### src/rtl/flk_pkg.sv
package flk_pkg;

    typedef enum logic [1:0] {
        SEQ_IDLE    = 2'd0,
        SEQ_PARTIAL = 2'd1,
        SEQ_OPEN    = 2'd2
    } seq_mode_e;

endpackage

### src/rtl/flk_key_match.sv
module flk_key_match #(
    parameter int                        DATA_W  = 8,
    parameter int                        KEY_LEN = 2,
    parameter int                        IDX_W   = 1,
    parameter logic [KEY_LEN*DATA_W-1:0] KEYS    = 16'hF1A5
) (
    input  logic [IDX_W-1:0]  idx_i,
    input  logic [DATA_W-1:0] data_i,
    output logic              match_o
);

    logic [DATA_W-1:0] expect_tbl [KEY_LEN];

    for (genvar g = 0; g < KEY_LEN; g++) begin : g_key
        assign expect_tbl[g] = KEYS[g*DATA_W +: DATA_W];
    end

    always_comb begin
        match_o = 1'b0;
        for (int i = 0; i < KEY_LEN; i++) begin
            if (idx_i == IDX_W'(i)) begin
                match_o = (data_i == expect_tbl[i]);
            end
        end
    end

endmodule

### src/rtl/flk_seq.sv
module flk_seq
    import flk_pkg::*;
#(
    parameter int KEY_LEN = 2,
    parameter int IDX_W   = 1
) (
    input  logic             clk,
    input  logic             rst_n,
    input  logic             key_wr_i,
    input  logic             key_match_i,
    input  logic             op_req_i,
    output logic [IDX_W-1:0] idx_o,
    output logic             op_ok_o,
    output logic             armed_o,
    output logic             lockout_o
);

    localparam logic [IDX_W-1:0] LAST_IDX = IDX_W'(KEY_LEN - 1);

    typedef struct packed {
        seq_mode_e        mode;
        logic [IDX_W-1:0] idx;
        logic             lockout;
    } seq_state_t;

    seq_state_t st_d, st_q;
    logic       op_ok;

    always_comb begin
        st_d  = st_q;
        op_ok = op_req_i && (st_q.mode == SEQ_OPEN) && !st_q.lockout;
        if (!st_q.lockout) begin
            if (op_req_i) begin
                st_d.mode = SEQ_IDLE;
                st_d.idx  = '0;
                if (!op_ok) begin
                    st_d.lockout = 1'b1;
                end
            end else if (key_wr_i) begin
                if (st_q.mode == SEQ_OPEN || !key_match_i) begin
                    st_d.mode    = SEQ_IDLE;
                    st_d.idx     = '0;
                    st_d.lockout = 1'b1;
                end else if (st_q.idx == LAST_IDX) begin
                    st_d.mode = SEQ_OPEN;
                    st_d.idx  = '0;
                end else begin
                    st_d.mode = SEQ_PARTIAL;
                    st_d.idx  = st_q.idx + IDX_W'(1);
                end
            end
        end
    end

    always_ff @(posedge clk or negedge rst_n) begin
        if (!rst_n) begin
            st_q <= '{mode: SEQ_IDLE, idx: '0, lockout: 1'b0};
        end else begin
            st_q <= st_d;
        end
    end

    assign idx_o     = st_q.idx;
    assign op_ok_o   = op_ok;
    assign armed_o   = (st_q.mode == SEQ_OPEN);
    assign lockout_o = st_q.lockout;

    assert_bad_key_locks_R3: assert property (@(posedge clk) disable iff (!rst_n)
        key_wr_i && !op_req_i && !st_q.lockout && !key_match_i |=> st_q.lockout);

    assert_early_op_locks_R4: assert property (@(posedge clk) disable iff (!rst_n)
        op_req_i && st_q.mode != SEQ_OPEN |=> st_q.lockout);

    assert_lockout_sticky_R6: assert property (@(posedge clk) disable iff (!rst_n)
        st_q.lockout |=> st_q.lockout);

    assert_open_consumed_R5: assert property (@(posedge clk) disable iff (!rst_n)
        op_req_i && st_q.mode == SEQ_OPEN |=> st_q.mode == SEQ_IDLE);

endmodule

### src/rtl/flk_permit.sv
module flk_permit (
    input  logic clk,
    input  logic rst_n,
    input  logic op_ok_i,
    output logic permit_o
);

    logic permit_d, permit_q;

    always_comb begin
        permit_d = op_ok_i;
    end

    always_ff @(posedge clk or negedge rst_n) begin
        if (!rst_n) begin
            permit_q <= 1'b0;
        end else begin
            permit_q <= permit_d;
        end
    end

    assign permit_o = permit_q;

    assert_permit_single_R5: assert property (@(posedge clk) disable iff (!rst_n)
        permit_q |=> !permit_q);

endmodule

### src/rtl/flash_key_guard.sv
module flash_key_guard #(
    parameter int                        DATA_W  = 8,
    parameter int                        KEY_LEN = 2,
    parameter logic [KEY_LEN*DATA_W-1:0] KEYS    = 16'hF1A5,
    parameter int                        IDX_W   = (KEY_LEN > 1) ? $clog2(KEY_LEN) : 1
) (
    input  logic              clk,
    input  logic              rst_n,
    input  logic              key_wr_i,
    input  logic [DATA_W-1:0] key_data_i,
    input  logic              op_req_i,
    input  logic              rd_req_i,
    output logic              rd_go_o,
    output logic              permit_o,
    output logic              lockout_o,
    output logic [IDX_W+1:0]  status_o
);

    logic [IDX_W-1:0] idx;
    logic             key_match;
    logic             op_ok;
    logic             armed;
    logic             lockout;

    flk_key_match #(
        .DATA_W (DATA_W),
        .KEY_LEN(KEY_LEN),
        .IDX_W  (IDX_W),
        .KEYS   (KEYS)
    ) u_match (
        .idx_i  (idx),
        .data_i (key_data_i),
        .match_o(key_match)
    );

    flk_seq #(
        .KEY_LEN(KEY_LEN),
        .IDX_W  (IDX_W)
    ) u_seq (
        .clk        (clk),
        .rst_n      (rst_n),
        .key_wr_i   (key_wr_i),
        .key_match_i(key_match),
        .op_req_i   (op_req_i),
        .idx_o      (idx),
        .op_ok_o    (op_ok),
        .armed_o    (armed),
        .lockout_o  (lockout)
    );

    flk_permit u_permit (
        .clk     (clk),
        .rst_n   (rst_n),
        .op_ok_i (op_ok),
        .permit_o(permit_o)
    );

    assign rd_go_o   = rd_req_i;
    assign lockout_o = lockout;
    assign status_o  = {lockout, armed, idx};

    assert_locked_no_permit_R6: assert property (@(posedge clk) disable iff (!rst_n)
        lockout |=> !permit_o);

    assert_permit_needs_arm_R4: assert property (@(posedge clk) disable iff (!rst_n)
        op_req_i && !armed |=> !permit_o);

endmodule

### config.mk
export PLATFORM = sky130hd
export DESIGN_NAME = flash_key_guard
export DESIGN_NICKNAME = d
export VERILOG_FILES = /design/src/rtl/flk_pkg.sv /design/src/rtl/flk_key_match.sv /design/src/rtl/flk_seq.sv /design/src/rtl/flk_permit.sv /design/src/rtl/flash_key_guard.sv
export SDC_FILE = /design/constraint.sdc
export NUM_CORES = 1
export LEC_CHECK = 0
export BUFFER_PORTS_ARGS = -buffer_cell sky130_fd_sc_hd__buf_2
export CAP_MARGIN = 10
export CELL_PAD_IN_SITES_DETAIL_PLACEMENT = 1
export CELL_PAD_IN_SITES_GLOBAL_PLACEMENT = 1
export CORE_AREA = 2 2 39 41
export CTS_BUF_LIST = sky130_fd_sc_hd__clkbuf_4
export CTS_CLUSTER_DIAMETER = 200
export DETAILED_ROUTE_END_ITERATION = 10
export DIE_AREA = 0 0 41 43
export PLACE_DENSITY_LB_ADDON = 0.1
export SYNTH_ARGS = -nofsm -noshare
export SYNTH_HDL_FRONTEND = slang
export SYNTH_SLANG_ARGS = --single-unit
### constraint.sdc
create_clock -name clk -period 1.3 [get_ports clk]
set_input_delay 0.065 -clock clk [delete_from_list [all_inputs] [get_ports clk]]
set_output_delay 0.065 -clock clk [all_outputs]
set_load 0.05 [all_outputs]
==> results.ini, run 1 <==
[sta]
final.setup.tns_ns = 0
fmax_mhz = 820
hold_viol_final = 0
setup_slack_ns = 0.0809
fin_crit_sh_pct = 93.8
report.final.slew_viol_count = 0
rsz0062_at_grt = no
slew_headroom_pct = 82.9
setup_viol = 0
worstMarginPinSlew_ns = 0.254
layout_min_cycle_time_ns = 1.22
fin_skew_ns = 0.00449

[global_routing]
grt_max_degree = 8
grt_pass1_wl_microns = 1190
grt_antenna_before_repair = 0
use_met3_pct = 8.38
grt.met2_usage_pct = 15.0
met1_usage_pct = 11.7
grt-ovfl-total = 0
grt_pass1_vias = 290
grt.busiest_layer = met2
track_usage_pct = 10.4

[setup_path]
timing.critical_path.required_ns = 1.24
crit_chain = nand2b_2 -> inv_1 -> buf_6
crit_buf_inv = 2
max_stage_delay_ns = 0.42
critical-path-top-delay-family = flip-flops
critPathKind = reg2out
end_kind = output pin
cp-start-kind = flip-flop
critPathMaxFanout = 7
slowest_stage = dfrtp_1
cp_data_arrival_time_ns = 1.15

[run]
maxCapViolations = 0

[cts]
cts_tree = done
root_buffer = clkbuf_4
cts_num_sinks = 4
postCtsSetupRepairBufs = 0
cts_buffers = 3
insertion_delay_ns = 0.24
path_clk_slew_ns = 0.04
cts_max_path_buffers = 2
h-tree-depth = 1

[layout]
n_fill_cell = 168
fin_nets = 59
drive_above_1_share_pct = 45.5
multi_input_area_sq_um = 130
area_growth_syn_to_layout_pct = 41.2
antennaDiodeCount = 0
regArea_sq_um = 100

[yosys]
synth_seq_cells = 4
synth_area_per_cell_sq_um = 9.43
synth-edff-count = 0
netlist.area_leader.share_pct = 37.9
synthCells = 28
yosysTopAreaCell = dfrtp_1
synth_area_leaders = dfrtp_1, buf_4, and4bb_1
ys_types = 18
syn_nets = 41
ys.flop_type = dfrtp_1
netlist_area_sq_um = 264
yosys_warnings = 0
ys_seq_area_share_pct = 37.9
ys_async_sr_fraction_pct = 100
synth_common_cells = buf_4, dfrtp_1

[floorplan]
die_y_microns = 43
core_area_sq_mm = 0.00138
start_util_pct = 19.1
ios = 19
rows = 14
die-area_sq_mm = 0.00176
die_x_microns = 41

[power]
power.density_mw_per_mm2 = 842
leakage_uw = 0.000174
ir_worst_vdd_v = 0.000493
power.total_uw = 314

[placed_design]
place_congestion = 0.622
pre_cts_slack_ns = 0.128
place.detailed.hpwl_microns = 559
io_buffer_count = 16

[detailed_routing]
vias_per_cell = 4.47
routed_wl_microns = 667
drtIter0Drc = 0
wl_per_cell_microns = 11.1
dr.pass1.iters = 1
vias = 268
antenna_left = 0
drcViolationCount = 0

[status]
outcome = finished, final reports clean

[worst_hold_path]
hp-class = in2reg

-- through the flow --
stage               hold WS, ns  cell area, sq um  cells  util (%)
global route             0.0777               373     60      26.9
floorplan                -0.231               264     28         -
finish                   0.0769               373     60      26.9
global placement         -0.123               334     56      24.1
detailed placement       -0.126               334     56      24.1
CTS                      0.0743               369     60      26.7
-- layout make-up --
type	count	share of cell area, %
inverter	1	1.01
multi-input combinational	19	34.9
timing repair buffer	17	25.8
clock buffer	3	6.04
sequential	4	26.8
tap	16	5.37
-- cells in the final DEF (no fill, tap or decap), types with 2 or more instances in the layout --
cell      instances
buf_2            15
dfrtp_1           4
clkbuf_4          3
nor2_1            2
nor2b_1           2
o21ai_0           2
o21ai_1           2
-- kinds of logic after synthesis --
group,share of synthesized area [%]
buffers and inverters,12.8
DFF,37.9
AOI/OAI and AO/OA,15.6
and+or+nand+nor,33.7
-- worst min-delay path, cell delays in order --
cell and delay (ns):
buf_2 0.12, nand2_1 0.05, nor2_1 0.03
-- power by group --
part	total [uW]	internal [uW]	switching, uW
Clock	156	103	52.2
Sequential	125	125	0.0184
Combinational	33.0	19.4	13.6
Total	314	248	65.8
-- registers in the layout (all words and copies together), names as in the netlist --
signal,flops
u_permit.permit_o,1
u_seq.idx_o,1
u_seq.st_q,1
u_seq.lockout_o,1
-- path summary, 6_finish.rpt --
kind | cells past startpoint | slack [ns] | from | end
max in group asynchronous | 2 | 1.01 | rst_n | u_permit.permit_o$_DFF_PN0_
min reg2reg | 1 | 0.55 | u_seq.lockout_o$_DFF_PN0_ | u_permit.permit_o$_DFF_PN0_
min | 3 | 0.08 | op_req_i | u_permit.permit_o$_DFF_PN0_
min in group asynchronous | 2 | 0.17 | rst_n | u_seq.st_q[3]$_DFFE_PN0P_
max | 3 | 0.08 | u_seq.idx_o$_DFFE_PN0P_ | status_o[1]
max reg2reg | 2 | 0.14 | u_seq.idx_o$_DFFE_PN0P_ | u_seq.idx_o$_DFFE_PN0P_
-- timing repair --
| action | in CTS | in global routing |
|---|---|---|
| endpoints found under the hold margin | 4 | 0 |
| endpoints found under the setup margin | 1 | 1 |
| hold buffers | 1 | 0 |
| resized for setup | 1 | 1 |
-- metal layers --
layer	routed length [microns]	vias to the layer above	share of wire, %
li1	-	133	-
met1	290	123	43
met2	324	12	49
met3	53	0	7.9
met4	0	0	0
met5	0	-	0
Power figures use the tool's default switching activity.
==> run 2: changes to the inputs <==
--- a/config.mk
+++ b/config.mk
@@ -5,6 +5,7 @@
 export SDC_FILE = /design/constraint.sdc
 export NUM_CORES = 1
 export LEC_CHECK = 0
+export ABC_AREA = 1
 export BUFFER_PORTS_ARGS = -buffer_cell sky130_fd_sc_hd__buf_2
 export CAP_MARGIN = 10
 export CELL_PAD_IN_SITES_DETAIL_PLACEMENT = 1
==> results.ini, run 2 <==
[layout]
fin_util_pct = 29.2  ; +2.3 points
area_growth_syn_to_layout_pct = 34.0
drive_above_1_share_pct = 45.8  ; +0.31 points
final_cell_mix = buf_2, nand2_1, nor2_1
n_fill_cell = 184  ; +9.5%
antennaDiodeCount = 0  ; unchanged
fin_nets = 74  ; +25%
final_common_cell = buf_2

[placed_design]
place_congestion = 0.698  ; +12%
io_buffer_count = 16  ; unchanged
pre_cts_slack_ns = 0.274  ; +0.146 ns
place.detailed.hpwl_microns = 605  ; +8.2%

[yosys]
yosys_warnings = 0  ; unchanged
syn_nets = 56  ; +37%
ys_types = 14  ; -4
synth-edff-count = 0  ; unchanged
synth_area_leaders = dfrtp_1, nand2_1, buf_4
synthCells = 43  ; +54%
synth_seq_cells = 4  ; unchanged
ys_seq_area_share_pct = 33.2  ; -4.7 points
synth_common_cells = nand2_1, nor2_1, inv_1
yosysMostFrequentCell = nand2_1
ys_async_sr_fraction_pct = 100  ; unchanged
ys.flop_type = dfrtp_1
netlist.area_leader.share_pct = 33.2  ; -4.7 points
yosysTopAreaCell = dfrtp_1
synth_area_per_cell_sq_um = 7.01  ; -26%
netlist_area_sq_um = 302  ; +14%

[setup_path]
critPathKind = reg2out
timing.critical_path.required_ns = 1.24  ; about the same
cp-start-kind = flip-flop
critPathLaunch = u_seq.idx_o$_DFFE_PN0P_
crit_buf_inv = 3  ; +1
cp_data_arrival_time_ns = 1.11  ; -0.04 ns
crit_path_frequent_cell = inv_2
critical-path-top-delay-family = buffers and inverters
r2r-start = u_seq.idx_o$_DFFE_PN0P_
slowest_stage = dfrtp_1
critPathMaxFanout = 4  ; -3
crit_chain = inv_2 -> nand2_4 -> inv_2 -> buf_2
max_stage_delay_ns = 0.40  ; -0.02 ns
end_kind = output pin

[floorplan]
die-area_sq_mm = 0.00176  ; unchanged
die_y_microns = 43  ; unchanged
die_x_microns = 41  ; unchanged
ios = 19  ; unchanged
start_util_pct = 21.8  ; +2.7 points
rows = 14  ; unchanged
core_area_sq_mm = 0.00138  ; unchanged

[detailed_routing]
wl_per_cell_microns = 9.28  ; -17%
drtIter0Drc = 0  ; unchanged
vias = 301  ; +12%
vias_per_cell = 4.01  ; -10%
drcViolationCount = 0  ; unchanged
dr.pass1.iters = 1  ; unchanged
antenna_left = 0  ; unchanged
routed_wl_microns = 696  ; +4.3%

[sta]
worstMarginPinSlew_ns = 0.290  ; +0.0364 ns
slew_headroom_pct = 80.5  ; -2.4 points
fmax_mhz = 854  ; +4.1%
layout_min_cycle_time_ns = 1.17  ; -0.0480 ns
setup_viol = 0  ; unchanged
setup_slack_ns = 0.129  ; +0.0480 ns
report.final.slew_viol_count = 0  ; unchanged
final.setup.tns_ns = 0  ; unchanged
hold_viol_final = 0  ; unchanged
rsz0062_at_grt = no
fin_skew_ns = 0.0000406  ; -0.00445 ns
holdWs_ns = 0.118  ; +0.0412 ns
fin_crit_sh_pct = 90.1  ; -3.7 points

[global_routing]
met1_usage_pct = 9.71  ; -1.9 points
grt-ovfl-total = 0  ; unchanged
grt_antenna_before_repair = 0  ; unchanged
use_met3_pct = 0  ; -8.4 points
grt_max_degree = 6  ; -2
grt_pass1_vias = 279  ; -3.8%
grt.busiest_layer = met2
track_usage_pct = 8.35  ; -2.0 points
grt.met2_usage_pct = 13.8  ; -1.2 points
grt_pass1_wl_microns = 986  ; -17%

[cts]
cts_resized = 0  ; -1
postCtsSetupRepairBufs = 0  ; unchanged
h-tree-depth = 1  ; unchanged
insertion_delay_ns = 0.23  ; about the same
root_buffer = clkbuf_4
cts_max_path_buffers = 2  ; unchanged
path_clk_slew_ns = 0.04  ; about the same
cts_tree = done
cts_num_sinks = 4  ; unchanged
cts_buffers = 3  ; unchanged

[power]
power.density_mw_per_mm2 = 778  ; -7.6%
power_frac_seq_pct = 39.8  ; about the same
clkPwrFrac_pct = 47.7  ; -1.9 points
ir_worst_vdd_v = 0.000379  ; -23%
pwr-share-comb_pct = 12.5  ; +2.0 points
internal-power_uw = 248  ; about the same
switchingPower_uw = 66.5  ; +1.0%
switching_share_pct = 21.2  ; +0.17 points
leakage_uw = 0.000230  ; +32%

[worst_hold_path]
hold_start = op_req_i
hp-class = in2reg

[run]
maxCapViolations = 0  ; unchanged

[status]
outcome = finished, final reports clean

run 2: cell count changes in the layout (fill, tap and decap cells not counted), moves of 2 or more:
cell     before  now
inv_1         1    5
nor2b_1       2    0
nand2_1       1   11
nor2_1        2    6
inv_2         0    3
nand2_4       0    2
run 2: cells by family after synthesis:
| family | synth area share (%) |
|---|---|
| and+or+nand+nor | 43.6 |
| buffers and inverters | 19.9 |
| DFF | 33.2 |
| AOI/OAI and AO/OA | 3.32 |
run 2: repair_timing:
| item | in CTS | in global routing |
|---|---|---|
| endpoints found under the hold margin | 4 | 0 |
| hold buffers | 1 | 0 |
| endpoints found under the setup margin | 0 | 0 |
run 2: area by class of cell:
cell class	count	area [sq um]	area share, %
Clock buffer	3	22.5	5.57
Inverter	8	30.0	7.43
Multi-Input combinational cell	27	141	35.0
Tap cell	16	20.0	4.95
Sequential cell	4	100	24.8
Timing Repair Buffer	17	90.1	22.3
run 2: metal layers:
layer,up-vias,share of wire (%)
li1,160,-
met1,130,39
met2,11,52
met3,0,8.5
met4,0,0
met5,-,0
run 2: path summary, 6_finish.rpt:
check | endpoint | slack (ns) | depth (start not counted)
max | status_o[1] | 0.13 | 4
max reg2reg | u_seq.lockout_o$_DFF_PN0_ | 0.27 | 8
min in group asynchronous | u_seq.lockout_o$_DFF_PN0_ | 0.17 | 2
min | u_permit.permit_o$_DFF_PN0_ | 0.12 | 3
min reg2reg | u_permit.permit_o$_DFF_PN0_ | 0.50 | 1
max in group asynchronous | u_seq.idx_o$_DFFE_PN0P_ | 1.01 | 2
run 2: worst min-delay path, stage by stage:
cell and delay (ns):
buf_2 0.12, nand2_1 0.08, nor2_1 0.04
run 2: metrics by stage:
stage               cells  instance area, sq um  power [uW]
floorplan              43                   302         150
global placement       71                   372         164
detailed placement     71                   372         164
CTS                    75                   404         327
global route           75                   404         336
finish                 75                   404         314
run 2: power groups by stage:
| stage | Clock [uW] | Combinational, uW | Sequential, uW |
|---|---|---|---|
| 5_1_grt | 167 | 43.9 | 125 |
| 2_1_floorplan | 0 | 23.0 | 127 |
| 4_1_cts | 162 | 40.0 | 125 |
| 3_5_place_dp | 0 | 37.5 | 127 |
| 6_report | 150 | 39.2 | 125 |
| 3_3_place_gp | 0 | 37.3 | 127 |
